<file path="src/rtl/microseq_pkg.sv">
package microseq_pkg;
  typedef enum logic [2:0] {
    SRC_RESET    = 3'd0,
    SRC_RETURN   = 3'd1,
    SRC_DISPATCH = 3'd2,
    SRC_LINK     = 3'd3,
    SRC_BRANCH   = 3'd4,
    SRC_INCR     = 3'd5
  } nxt_src_e;
endpackage

</file>
<file path="src/rtl/microseq_link.sv">
module microseq_link #(
  parameter int LINK_W = 16
) (
  input  logic              clk,
  input  logic              rst,
  input  logic              load,
  input  logic [LINK_W-1:0] din,
  output logic [LINK_W-1:0] q
);
  always_ff @(posedge clk) begin
    if (rst) q <= '0;
    else if (load) q <= din;
  end

  // loaded value appears one cycle after the load
  assert_link_load_R10: assert property (@(posedge clk) disable iff (rst)
    load |=> (q == $past(din)));
  // reset clears the link register
  assert_link_reset_R1: assert property (@(posedge clk)
    rst |=> (q == '0));
endmodule

</file>
<file path="src/rtl/microseq_ret.sv">
module microseq_ret #(
  parameter int ADDR_W = 16
) (
  input  logic              clk,
  input  logic              rst,
  input  logic              arm,
  input  logic [ADDR_W-1:0] ret_in,
  output logic              pending,
  output logic [ADDR_W-1:0] ret_addr
);
  always_ff @(posedge clk) begin
    if (rst) begin
      pending  <= 1'b0;
      ret_addr <= '0;
    end else begin
      pending <= arm;
      if (arm) ret_addr <= ret_in;
    end
  end

  // a pending return lasts exactly one cycle
  assert_single_return_R8: assert property (@(posedge clk) disable iff (rst)
    pending |=> !pending);
endmodule

</file>
<file path="src/rtl/microseq_select.sv">
module microseq_select
  import microseq_pkg::*;
#(
  parameter int ADDR_W     = 16,
  parameter int LINK_W     = 16,
  parameter int OPC_W      = 8,
  parameter int DISP_SHIFT = 2
) (
  input  logic              rst,
  input  logic [ADDR_W-1:0] cur,
  input  logic              br_en,
  input  logic              br_cond_en,
  input  logic              br_cond,
  input  logic              br_index,
  input  logic              br_exec,
  input  logic [ADDR_W-1:0] br_target,
  input  logic              dispatch,
  input  logic [OPC_W-1:0]  opcode,
  input  logic              link_jump,
  input  logic              zero_test,
  input  logic              alu_zero,
  input  logic [LINK_W-1:0] link_q,
  input  logic              ret_pending,
  input  logic [ADDR_W-1:0] ret_addr,
  output logic [ADDR_W-1:0] next_addr,
  output nxt_src_e          src,
  output logic              exec_fire
);
  function automatic logic [ADDR_W-1:0] incr(input logic [ADDR_W-1:0] a);
    return a + ADDR_W'(1);
  endfunction

  function automatic logic [ADDR_W-1:0] disp_addr(input logic [OPC_W-1:0] op);
    return ADDR_W'(op) << DISP_SHIFT;
  endfunction

  function automatic logic [ADDR_W-1:0] link_addr(input logic [LINK_W-1:0] l);
    return ADDR_W'(l);
  endfunction

  function automatic logic [ADDR_W-1:0] branch_addr(
    input logic [ADDR_W-1:0] tgt, input logic idx, input logic [LINK_W-1:0] l);
    return idx ? (tgt | link_addr(l)) : tgt;
  endfunction

  logic br_taken, lnk_taken;
  assign br_taken  = br_en && (!br_cond_en || br_cond);
  assign lnk_taken = link_jump || (zero_test && !alu_zero);

  always_comb begin
    if (rst)              src = SRC_RESET;
    else if (ret_pending) src = SRC_RETURN;
    else if (dispatch)    src = SRC_DISPATCH;
    else if (lnk_taken)   src = SRC_LINK;
    else if (br_taken)    src = SRC_BRANCH;
    else                  src = SRC_INCR;
  end

  always_comb begin
    unique case (src)
      SRC_RESET:    next_addr = '0;
      SRC_RETURN:   next_addr = ret_addr;
      SRC_DISPATCH: next_addr = disp_addr(opcode);
      SRC_LINK:     next_addr = link_addr(link_q);
      SRC_BRANCH:   next_addr = branch_addr(br_target, br_index, link_q);
      default:      next_addr = incr(cur);
    endcase
  end

  assign exec_fire = (src == SRC_BRANCH) && br_exec;
endmodule

</file>
<file path="src/rtl/microseq.sv">
module microseq
  import microseq_pkg::*;
#(
  parameter int ADDR_W     = 16,
  parameter int LINK_W     = 16,
  parameter int OPC_W      = 8,
  parameter int DISP_SHIFT = 2
) (
  input  logic              clk,
  input  logic              rst,
  input  logic              br_en,
  input  logic              br_cond_en,
  input  logic              br_cond,
  input  logic              br_index,
  input  logic              br_exec,
  input  logic [ADDR_W-1:0] br_target,
  input  logic              dispatch,
  input  logic [OPC_W-1:0]  opcode,
  input  logic              link_jump,
  input  logic              zero_test,
  input  logic              alu_zero,
  input  logic              link_load,
  input  logic [LINK_W-1:0] link_din,
  output logic [ADDR_W-1:0] next_addr,
  output logic [ADDR_W-1:0] cur_addr
);
  logic [LINK_W-1:0] link_q;
  logic              ret_pending;
  logic [ADDR_W-1:0] ret_addr;
  logic              exec_fire;
  nxt_src_e          src;
  logic [ADDR_W-1:0] ret_in;

  assign ret_in = cur_addr + ADDR_W'(1);

  microseq_link #(.LINK_W(LINK_W)) u_link (
    .clk(clk), .rst(rst), .load(link_load), .din(link_din), .q(link_q)
  );

  microseq_ret #(.ADDR_W(ADDR_W)) u_ret (
    .clk(clk), .rst(rst), .arm(exec_fire), .ret_in(ret_in),
    .pending(ret_pending), .ret_addr(ret_addr)
  );

  microseq_select #(
    .ADDR_W(ADDR_W), .LINK_W(LINK_W), .OPC_W(OPC_W), .DISP_SHIFT(DISP_SHIFT)
  ) u_sel (
    .rst(rst), .cur(cur_addr),
    .br_en(br_en), .br_cond_en(br_cond_en), .br_cond(br_cond),
    .br_index(br_index), .br_exec(br_exec), .br_target(br_target),
    .dispatch(dispatch), .opcode(opcode),
    .link_jump(link_jump), .zero_test(zero_test), .alu_zero(alu_zero),
    .link_q(link_q), .ret_pending(ret_pending), .ret_addr(ret_addr),
    .next_addr(next_addr), .src(src), .exec_fire(exec_fire)
  );

  always_ff @(posedge clk) begin
    if (rst) cur_addr <= '0;
    else     cur_addr <= next_addr;
  end

  // current address is the previous next address
  assert_cur_tracks_next_R11: assert property (@(posedge clk) disable iff (rst)
    1'b1 |=> (cur_addr == $past(next_addr)));
  // reset lands on address zero
  assert_reset_zero_R1: assert property (@(posedge clk)
    rst |=> (cur_addr == '0));
  // after an execute-one branch the return address follows the target
  assert_exec_return_R8: assert property (@(posedge clk) disable iff (rst)
    exec_fire |=> (next_addr == $past(cur_addr) + ADDR_W'(1)));
  // a pending return overrides every other source
  assert_return_priority_R9: assert property (@(posedge clk) disable iff (rst)
    ret_pending |-> (src == SRC_RETURN));
endmodule

</file>
<file path="config.mk">
export PLATFORM = sky130hd
export DESIGN_NAME = microseq
export DESIGN_NICKNAME = d
export VERILOG_FILES = /design/src/rtl/microseq_pkg.sv /design/src/rtl/microseq_link.sv /design/src/rtl/microseq_ret.sv /design/src/rtl/microseq_select.sv /design/src/rtl/microseq.sv
export SDC_FILE = /design/constraint.sdc
export NUM_CORES = 1
export LEC_CHECK = 0
export ABC_AREA = 1
export CAP_MARGIN = 20
export CORE_MARGIN = 4
export CORE_UTILIZATION = 40
export DETAILED_ROUTE_END_ITERATION = 16
export PLACE_DENSITY = 0.75
export SLEW_MARGIN = 0
export SYNTH_ARGS = -nofsm -noshare
export SYNTH_HDL_FRONTEND = slang
export SYNTH_SLANG_ARGS = --single-unit
</file>
<file path="constraint.sdc">
create_clock -name clk -period 3.8 [get_ports clk]
set_input_delay 0.76 -clock clk [delete_from_list [all_inputs] [get_ports clk]]
set_output_delay 0.76 -clock clk [all_outputs]
set_load 0.03 [all_outputs]
</file>
==> impl_metrics.env <==
export IMPL_regArea_um2=981
export IMPL_globalplace_congestion=0.910
export IMPL_timing_rr_start="u_ret.pending"
export IMPL_final_common_cell="nand2_1"
export IMPL_max_vdd_ir_drop_mv=0.168
export IMPL_clock_sinks=49
export IMPL_end_kind="output port"
export IMPL_dieArea_mm2=0.00823
export IMPL_tns_ns=0
export IMPL_fill_cells=621
export IMPL_cp_start_kind="input pin"
export IMPL_cp_arrival_ns=2.66
export IMPL_worstHoldStart="u_ret.ret_addr[7]"
export IMPL_grt_max_degree=33
export IMPL_hp_class="flop to flop"
export IMPL_multi_input_area_mm2=0.00154
export IMPL_area_growth_pct=36.0
export IMPL_drcViolationCount=0
export IMPL_syn_area_mm2=0.00274
export IMPL_drt_first_iter_violations=210
export IMPL_power_leakage_nw=1.70
export IMPL_critPathKind="input pin to output port"
export IMPL_drive_gt1_frac=0.0762
export IMPL_dp_hpwl_um=6250
export IMPL_synth_area_top_cells="dfxtp_1 36%, nand2_1 14%, nor2_1 13%, nand4_1 9.4%, nand3b_1 4.9%"
export IMPL_fin_nets=564
export IMPL_holdBufCountCts=0
export IMPL_hold_viol_final=0
export IMPL_setup_viol=0
export IMPL_rows=29
export IMPL_wl_per_cell_um=13.5
export IMPL_clock_skew_final_ns=0.00818
export IMPL_numCtsBuffers=5
export IMPL_drv_cap=0
export IMPL_crit_required_ns=3.04
export IMPL_cts_tree="done"
export IMPL_synth_top_area_cell="dfxtp_1"
export IMPL_syn_inst=431
export IMPL_yosys_warnings=0
export IMPL_ant_nets=0
export IMPL_gr_total_overflow=0
export IMPL_via_per_inst=5.10
export IMPL_slew_headroom=0.439
export IMPL_crit_fanout=11
export IMPL_fp_dieH_um=90.7
export IMPL_ys_ff_latch=49
export IMPL_cts_setup_buffers=0
export IMPL_root_buffer="clkbuf_8"
export IMPL_syn_nets=484
export IMPL_yosysUniqueCellTypes=22
export IMPL_worstMarginPinSlew_ns=0.838
export IMPL_synth_seq_area_share=0.358
export IMPL_period_needed_ns=3.42
export IMPL_final_cell_mix="104 x nand2_1, 96 x nor2_1, 67 x clkdlybuf4s50_1"
export IMPL_io_buffers=83
export IMPL_antenna_cells=0
export IMPL_rsz0062_at_grt="no"
export IMPL_core_mm2=0.00649
export IMPL_status="finished clean"
export IMPL_ios=84
export IMPL_avgSynthCellArea_um2=6.35
export IMPL_grt_usage=0.200
export IMPL_grt_first_pass_wirelength_um=13700
export IMPL_critPathLaunch="br_cond_en"
export IMPL_grt_pass1_vias=2997
export IMPL_p_per_area_mw_per_mm2=322
export IMPL_post_route_period_util=0.901
export IMPL_cts_max_path_buffers=2
export IMPL_drtPass1Iterations=5
export IMPL_htree_levels=2
export IMPL_utilization=0.574
export IMPL_wirelength_um=7940
export IMPL_synth_top_cell_area_share=0.358
export IMPL_fmax_ghz=0.292
export IMPL_drv_slew=0
export IMPL_initial_core_util=0.422
export IMPL_die_w_um=90.7
export IMPL_antenna_found_initial=0
export IMPL_ctsResizeCount=0
export IMPL_clk_pin_slew_ns=0.08
export IMPL_clk_latency_ns=0.30
export IMPL_vias=3006
## synth_stat cells, drive strengths merged
library cell / number
nand2: 104
nor2: 98
dfxtp: 49
nand4: 41
inv: 38
nand3b: 18
a21oi: 17
nand3: 17
o21ai: 17
clkbuf: 9
buf: 8
a22oi: 7
xor2: 4
clkinv: 1
ha: 1
nor3: 1
xnor2: 1
## final timing paths
kind / to / slack [ns] / cells after the start
worst max-delay path: next_addr[7] / 0.38 / 8
worst min register to register: u_ret.ret_addr[7] / 0.52 / 4
worst max register to register: u_ret.ret_addr[7] / 1.70 / 8
worst min-delay path: u_ret.ret_addr[7] / 0.52 / 4
## power by group
group / switching, W / total (W) / internal (W)
registers: 0.0000251 / 0.000563 / 0.000538
clock network: 0.000172 / 0.000386 / 0.000214
logic: 0.000134 / 0.000249 / 0.000114
## layout make-up
cell class,count,share of cell area
clock buffer,6,0.0222
multi-input combinational,326,0.413
clock inverter,2,0.0101
tap,77,0.0259
sequential,49,0.263
timing repair buffer,90,0.226
inverter,39,0.0393
## worst max-delay path: stages
cell and delay (ns):
clkdlybuf4s50_1 0.46, nand2_1 0.05, nand2_1 0.19, inv_2 0.06
nor2_1 0.65, nand2_1 0.16, nand4_1 0.15, buf_4 0.17
## kinds of logic after synthesis
logic type	Yosys count	share of synthesized area
compound gates	41	0.0813
flops	49	0.358
xor+xnor	5	0.0160
fa+ha+maj	1	0.00457
simple gates	279	0.460
buf+inv	56	0.0799
## layer usage
layer  wire [um]  GRT usage  vias to the layer above
met5           0          0                        -
met4         133     0.0599                        0
met3         499     0.0367                       12
li1            -          -                     1574
met2        3600      0.330                      100
met1        3700      0.264                     1320
## stage by stage
stage	std cells	setup slack [ns]	total power, W	hold slack [ns]	instance area (um^2)
after global routing	589	0.164	0.00125	0.557	3730
final	589	0.377	0.00120	0.519	3730
after detailed placement	581	0.385	0.000822	0.504	3610
after floorplan	431	1.16	0.000698	0.470	2740
after CTS	589	0.384	0.00121	0.518	3730
after global placement	581	0.395	0.000820	0.498	3610
## registers in the layout (all words and copies together) (netlist names)
signal and flops:
u_link.q 16, cur_addr 16, u_ret.pending 1, u_ret.ret_addr 16
Power figures use the tool's default switching activity.
